[src/rtl/sar_seq_pkg.sv]
// Shared types for the SAR sequencer.
package sar_seq_pkg;
    // Sequencer phases: tracking (idle), bit trials, result transfer.
    typedef enum logic [1:0] {
        ST_TRACK = 2'd0,
        ST_TRIAL = 2'd1,
        ST_XFER  = 2'd2
    } seq_state_t;
endpackage

[src/rtl/sar_bus_guard.sv]
// Samples host bus activity on the falling clock edge.
// Assumes: cs_n/rd_n/wr_n are synchronous to clk (common clock source).
// The registered flag is read by the decision logic at the next rising edge.
module sar_bus_guard (
    input  logic clk,
    input  logic rst_n,
    input  logic cs_n,
    input  logic rd_n,
    input  logic wr_n,
    output logic bus_busy_o
);
    // Capture "chip selected with read or write" in the clock-low phase.
    always_ff @(negedge clk) begin
        if (!rst_n) bus_busy_o <= 1'b0;
        else        bus_busy_o <= ~cs_n & (~rd_n | ~wr_n);
    end
endmodule

[src/rtl/sar_timebase.sv]
// Divides the converter clock into trial periods of PHASES clocks.
// A decision edge is held off one clock at a time while slip_en and
// bus_busy are both high. Assumes PHASES >= 2.
module sar_timebase #(
    parameter int PHASES = 4
) (
    input  logic clk,
    input  logic rst_n,
    input  logic restart,
    input  logic run,
    input  logic slip_en,
    input  logic bus_busy,
    output logic tick_o
);
    localparam int PW = (PHASES > 1) ? $clog2(PHASES) : 1;
    localparam logic [PW-1:0] PH_LAST = PW'(PHASES - 1);

    logic [PW-1:0] ph;
    logic          hold;

    // Hold the final phase while an access is pending on a decision edge.
    assign hold   = slip_en & bus_busy;
    assign tick_o = run & (ph == PH_LAST) & ~hold;

    // Phase counter: clears on a new start, wraps after each accepted tick.
    always_ff @(posedge clk) begin
        if (!rst_n)       ph <= '0;
        else if (restart) ph <= '0;
        else if (run) begin
            if (ph != PH_LAST) ph <= ph + 1'b1;
            else if (!hold)    ph <= '0;
        end
    end


    slip_hold_chk: assert property (@(posedge clk) disable iff (!rst_n)
        (run && !restart && ph == PH_LAST && slip_en && bus_busy) |=> (ph == PH_LAST));


    tick_gap_chk: assert property (@(posedge clk) disable iff (!rst_n)
        (tick_o && !restart) |=> !tick_o);
endmodule

[src/rtl/sar_datapath.sv]
// Successive-approximation register, range flag and result capture.
// The trial code is offset binary; the captured result is two's complement.
// Assumes decide only while idx < NBITS and range_decide after the last bit.
module sar_datapath #(
    parameter int NBITS = 12,
    parameter int IW    = 4
) (
    input  logic             clk,
    input  logic             rst_n,
    input  logic             clear,
    input  logic             decide,
    input  logic             range_decide,
    input  logic             commit,
    input  logic [IW-1:0]    idx,
    input  logic             cmp_i,
    output logic [NBITS-1:0] code_o,
    output logic [NBITS-1:0] result_o,
    output logic             oor_o
);
    localparam logic [NBITS-1:0] MSB_ONLY = {1'b1, {(NBITS-1){1'b0}}};
    localparam logic [NBITS-1:0] POS_FULL = {1'b0, {(NBITS-1){1'b1}}};

    logic [NBITS-1:0] sel;
    logic [NBITS-1:0] sel_next;
    logic             oor_q;

    // One-hot of the bit under trial and of the bit tried next.
    assign sel      = MSB_ONLY >> idx;
    assign sel_next = sel >> 1;

    // One register slice per bit: keep/clear on its decision, set when next.
    for (genvar b = 0; b < NBITS; b++) begin : g_bit
        always_ff @(posedge clk) begin
            if (!rst_n)          code_o[b] <= 1'b0;
            else if (clear)      code_o[b] <= (b == NBITS - 1);
            else if (decide) begin
                if (sel[b])           code_o[b] <= cmp_i;
                else if (sel_next[b]) code_o[b] <= 1'b1;
            end
        end
    end

    // Range trial: only meaningful when the code sits at a full-scale end.
    always_ff @(posedge clk) begin
        if (!rst_n)            oor_q <= 1'b0;
        else if (clear)        oor_q <= 1'b0;
        else if (range_decide) oor_q <= cmp_i & ((&code_o) | ~(|code_o));
    end

    // Result capture into the FIFO-facing register.
    always_ff @(posedge clk) begin
        if (!rst_n) begin
            result_o <= '0;
            oor_o    <= 1'b0;
        end else if (commit) begin
            result_o <= {~code_o[NBITS-1], code_o[NBITS-2:0]};
            oor_o    <= oor_q;
        end
    end


    clear_code_chk: assert property (@(posedge clk) disable iff (!rst_n)
        clear |=> (code_o == MSB_ONLY));


    oor_extreme_chk: assert property (@(posedge clk) disable iff (!rst_n)
        oor_o |-> (result_o == POS_FULL || result_o == MSB_ONLY));
endmodule

[src/rtl/sar_sequencer.sv]
// SAR conversion sequencer: NBITS data trials, one range trial and one
// transfer period, each PHASES clocks long. Decision edges slip while the
// host bus is active in the low phase before them.
// Assumes start_i, bus lines and clk come from one clock domain.
module sar_sequencer #(
    parameter int NBITS  = 12,
    parameter int PHASES = 4
) (
    input  logic             clk,
    input  logic             rst_n,
    input  logic             start_i,
    input  logic             cs_n,
    input  logic             rd_n,
    input  logic             wr_n,
    input  logic             cmp_i,
    output logic [NBITS-1:0] trial_code_o,
    output logic             range_trial_o,
    output logic [NBITS-1:0] result_o,
    output logic             result_oor_o,
    output logic             fifo_wr_o,
    output logic             track_o,
    output logic             proto_err_o
);
    import sar_seq_pkg::*;

    localparam int IW = $clog2(NBITS + 1);
    localparam logic [IW-1:0] LAST_IDX = IW'(NBITS);

    seq_state_t    state;
    logic [IW-1:0] idx;
    logic          start_q;
    logic          start_edge;
    logic          accept;
    logic          bus_busy;
    logic          tick;
    logic          in_trial;
    logic          in_xfer;
    logic          decide;
    logic          range_decide;
    logic          commit;

    assign start_edge   = start_i & ~start_q;
    assign accept       = start_edge & (state == ST_TRACK);
    assign in_trial     = (state == ST_TRIAL);
    assign in_xfer      = (state == ST_XFER);
    assign decide       = in_trial & tick & (idx != LAST_IDX);
    assign range_decide = in_trial & tick & (idx == LAST_IDX);
    assign commit       = in_xfer & tick;
    assign track_o      = (state == ST_TRACK);
    assign range_trial_o = in_trial & (idx == LAST_IDX);

    sar_bus_guard u_guard (
        .clk        (clk),
        .rst_n      (rst_n),
        .cs_n       (cs_n),
        .rd_n       (rd_n),
        .wr_n       (wr_n),
        .bus_busy_o (bus_busy)
    );

    sar_timebase #(.PHASES(PHASES)) u_time (
        .clk      (clk),
        .rst_n    (rst_n),
        .restart  (accept),
        .run      (!track_o),
        .slip_en  (in_trial),
        .bus_busy (bus_busy),
        .tick_o   (tick)
    );

    sar_datapath #(.NBITS(NBITS), .IW(IW)) u_path (
        .clk          (clk),
        .rst_n        (rst_n),
        .clear        (accept),
        .decide       (decide),
        .range_decide (range_decide),
        .commit       (commit),
        .idx          (idx),
        .cmp_i        (cmp_i),
        .code_o       (trial_code_o),
        .result_o     (result_o),
        .oor_o        (result_oor_o)
    );

    // Start edge detector register.
    always_ff @(posedge clk) begin
        if (!rst_n) start_q <= 1'b0;
        else        start_q <= start_i;
    end

    // Sequencer state and trial index.
    always_ff @(posedge clk) begin
        if (!rst_n) begin
            state <= ST_TRACK;
            idx   <= '0;
        end else begin
            unique case (state)
                ST_TRACK: if (accept) begin
                    state <= ST_TRIAL;
                    idx   <= '0;
                end
                ST_TRIAL: if (tick) begin
                    if (idx == LAST_IDX) state <= ST_XFER;
                    else                 idx   <= idx + 1'b1;
                end
                ST_XFER:  if (tick) state <= ST_TRACK;
                default:  state <= ST_TRACK;
            endcase
        end
    end

    // FIFO write strobe, one clock after the transfer period ends.
    always_ff @(posedge clk) begin
        if (!rst_n) fifo_wr_o <= 1'b0;
        else        fifo_wr_o <= commit;
    end

    // Sticky flag for a start edge that arrives mid-conversion.
    always_ff @(posedge clk) begin
        if (!rst_n)                                proto_err_o <= 1'b0;
        else if (start_edge && state != ST_TRACK)  proto_err_o <= 1'b1;
    end


    wr_pulse_chk: assert property (@(posedge clk) disable iff (!rst_n)
        fifo_wr_o |=> !fifo_wr_o);


    wr_track_chk: assert property (@(posedge clk) disable iff (!rst_n)
        fifo_wr_o |-> track_o);


    proto_sticky_chk: assert property (@(posedge clk) disable iff (!rst_n)
        proto_err_o |=> proto_err_o);


    range_no_wr_chk: assert property (@(posedge clk) disable iff (!rst_n)
        range_trial_o |-> (!fifo_wr_o && !track_o));
endmodule

[config.mk]
export PLATFORM = sky130hd
export DESIGN_NAME = sar_sequencer
export DESIGN_NICKNAME = d
export VERILOG_FILES = /design/src/rtl/sar_seq_pkg.sv /design/src/rtl/sar_bus_guard.sv /design/src/rtl/sar_timebase.sv /design/src/rtl/sar_datapath.sv /design/src/rtl/sar_sequencer.sv
export SDC_FILE = /design/constraint.sdc
export NUM_CORES = 1
export LEC_CHECK = 0
export ABC_CLOCK_PERIOD_IN_PS = 4980
export BUFFER_PORTS_ARGS = -buffer_cell sky130_fd_sc_hd__buf_4
export CAP_MARGIN = 20
export CORE_UTILIZATION = 40
export DETAILED_ROUTE_END_ITERATION = 10
export GPL_TIMING_DRIVEN = 0
export PLACE_DENSITY = 0.66
export SYNTH_ARGS = -nofsm -noshare
export SYNTH_HDL_FRONTEND = slang
export SYNTH_HIERARCHICAL = 1
export SYNTH_SLANG_ARGS = --single-unit
[constraint.sdc]
create_clock -name clk -period 4.98 [get_ports clk]
set_input_delay 0.498 -clock clk [delete_from_list [all_inputs] [get_ports clk]]
set_output_delay 0.498 -clock clk [all_outputs]
set_load 0.02 [all_outputs]
==> flow_summary.yaml <==
yosys:
  ys_top_cells_by_area: "dfxtp_1, mux2i_1, nor2b_1"
  synth_cell_type_count: 45
  synthCells: 208
  yosysTopAreaCell: "dfxtp_1"
  ys_ff_latch: 38
  yosys_warnings: 6
  syn_area_sq_um: 1862
  yosysTopAreaCellShare_pct: 40.86
  async_flop_share_pct: 0
  synth_area_per_cell_sq_um: 8.951
  synthFlopType: "dfxtp_1"
  ys_seq_area_share_pct: 40.86
  synth_edf_count: 0
  synth_nets: 218
clocking:
  cts_tree: "built"
  htree_levels: 2
  clk_pin_slew_ns: 0.07
  cts_resized: 0
  cts_buffer_depth: 2
  ctsHoldBuffers: 0
  cts_inserted_buffers: 5
  clock-sinks: 38
  post_cts_buffers: 0
  clock_latency_ns: 0.34
  root_buffer: "clkbuf_8"
critical_path:
  cp_common_cell: "a21oi_1"
  cp.arrival_ns: 4.95
  required_ns: 5.21
  crit_chain: "a21oi_1 -> nand3b_1 -> nor2_1 -> nor3b_2 -> a21oi_1 -> a31oi_1 -> o21a_1"
  critical_path.max_stage_delay_ns: 0.55
  worstPathMaxFanout: 8
  path_class: "register to register"
  start_kind: "register"
  crit_path_end_kind: "register"
  crit_path_top_delay_cell: "nor3b_2"
floorplan:
  fp.dieH_um: 70.23
  io_pins: 36
  die-area_sq_um: 4932
  initial_core_util_pct: 42.18
  core_area_sq_um: 4414
  dieWidth_um: 70.23
  rows: 24
timing:
  rsz0062_at_grt: "no"
  worst_slew_margin_rel_pct: 62.61
  finClkSkew_ns: 0.05356
  slew_viol_final: 0
  setup_viol: 0
  hold_violations: 0
  tns_ns: 0
  tightest_slew_ns: 0.5584
pwr:
  power_density_nw_per_um2: 240.5
  power.share.clock_pct: 36.8
  p_sw_mw: 0.1283
  peakVddDrop_uv: 152.7
  swShare_pct: 23.52
  p_comb_share_pct: 6.3
  sequentialPowerShare_pct: 56.9
  p_int_mw: 0.4173
  power.leakage_nw: 0.8820
detailed_routing:
  antenna_left: 0
  drt_iter0_drc: 120
  wire_per_inst_um: 13.01
  routed-via-count: 1637
  first_pass_iters: 4
  viasPerCell: 5.421
  drc: 0
  wl_um: 3928
status:
  outcome: "finished clean"
global_route:
  grt_pass1_wl_um: 6796
  antenna_found_initial: 0
  grt_pass1_vias: 1459
  gr-total-overflow: 0
  grt_max_degree: 16
  grt_use_total_pct: 17.41
min_path:
  hp-class: "input port to register"
place:
  dpl.hpwl_um: 2849
  portBuffers: 35
  gp_congestion: 0.8507
  placed_area_sq_um: 2190
cells_and_area:
  antennaDiodeCount: 0
  drive_gt1_share_pct: 22.00
  nFillCells: 434
  syn_to_final_growth_pct: 21.84
  design_area_sq_um: 2268
  fin_nets: 260
job:
  cap_violations: 0
-- state kept, by name, indices dropped and copies added (netlist names) --
name                flops
fifo_wr_o               1
idx                     4
proto_err_o             1
start_q                 1
state                   2
u_guard/bus_busy_o      1
u_path/code_o          12
u_path/oor_o            1
u_path/oor_q            1
u_path/result_o        12
u_time/ph               2
-- Yosys cell counts, types with 2 or more instances --
cell type  instances
and3_1             2
o211ai_1           2
buf_2              3
a311oi_1           2
and3b_1            4
nand2_1           11
nand2b_1           3
a21oi_1           13
nor2b_1           14
nor3b_1            3
nor3_1             6
or2b_1             2
and4_1             2
nor4_1             3
mux2i_1           15
inv_1             10
dfxtp_1           38
nand4_1            4
nor2_1            20
a211oi_1           4
o21a_1             2
nand3b_1           3
a31oi_1            4
o21ai_0            2
nand3_1            6
clkbuf_1           6
a211oi_2           2
and2_1             3
ha_1               3
-- through the flow --
step           setup WS [ns]  cells  power (mW)  util, %  hold WS [ns]
6_report              0.2693    302      0.5456    51.39        0.4311
3_5_place_dp          0.3505    295      0.3547    49.60        0.4622
4_1_cts               0.2889    302      0.5536    51.39        0.4235
3_3_place_gp          0.3688    295      0.3543    49.60        0.4604
2_1_floorplan         0.7413    208      0.3411        -        0.4453
5_1_grt              0.05773    302      0.5724    51.39        0.4363
-- power by group through the flow --
stage,clock [mW],sequential (mW),combinational [mW]
5_1_grt,0.224,0.311,0.0382
6_report,0.201,0.310,0.0346
3_3_place_gp,0.00251,0.317,0.0347
3_5_place_dp,0.00251,0.317,0.0349
2_1_floorplan,0.00251,0.318,0.0208
4_1_cts,0.208,0.310,0.0350
-- metal layers --
| layer | wire length, um | GRT usage (%) | vias up |
|---|---|---|---|
| li1 | - | - | 829 |
| met1 | 1850 | 22.47 | 763 |
| met2 | 1816 | 28.15 | 41 |
| met3 | 223 | 5.195 | 4 |
| met4 | 38 | 4.667 | 0 |
| met5 | 0 | 0 | - |
-- cell usage in the layout (no fill, tap or decap), types with 4 or more instances in the layout --
cell and n:
clkbuf_8 5, a31oi_1 4, nor3_1 6, mux2i_1 15, and3b_1 4, a21oi_1 13
a211oi_1 4, nand4_1 4, dfxtp_1 38, inv_1 10, clkbuf_1 6, buf_4 35
nand3_1 6, nor2_1 20, nor2b_1 14, nand2_1 11
-- logic make-up (layout without fill, tap and decap cells) --
group	after synthesis	after routing	share of synthesized area (%)
AO/OA/AOI/OAI	41	41	15.86
buffers and inverters	20	62	4.637
flip-flops	38	38	40.86
multiplexers	15	15	8.064
AND/OR/NAND/NOR	91	91	28.56
adder cells (fa/ha/maj)	3	3	2.016
-- layout make-up --
class / instances / area, sq um / area share (%)
sequential: 38 / 760.7 / 33.54
buffer: 10 / 48.80 / 2.151
multi-input combinational: 150 / 1015 / 44.73
inverter: 9 / 33.78 / 1.489
clock inverter: 3 / 13.76 / 0.6067
tap: 52 / 65.06 / 2.868
clock buffer: 5 / 68.82 / 3.034
timing repair buffer: 35 / 262.8 / 11.58
-- final timing paths --
check | start | to | cells after the start | slack (ns)
worst min-delay path | start_i | start_q | 2 | 0.43
worst max-delay path | u_guard/bus_busy_o | u_path/code_o[11] | 7 | 0.27
worst max register to register | u_guard/bus_busy_o | u_path/code_o[11] | 7 | 0.27
worst min register to register | u_path/oor_q | u_path/oor_q | 2 | 0.48
-- worst max-delay path: cells and delay by family (launching register included) --
family	cells	cell delay, ns
flip-flops	1	0.30
AND/OR/NAND/NOR	3	1.03
AO/OA/AOI/OAI	4	0.78
Power figures use the tool's default switching activity.
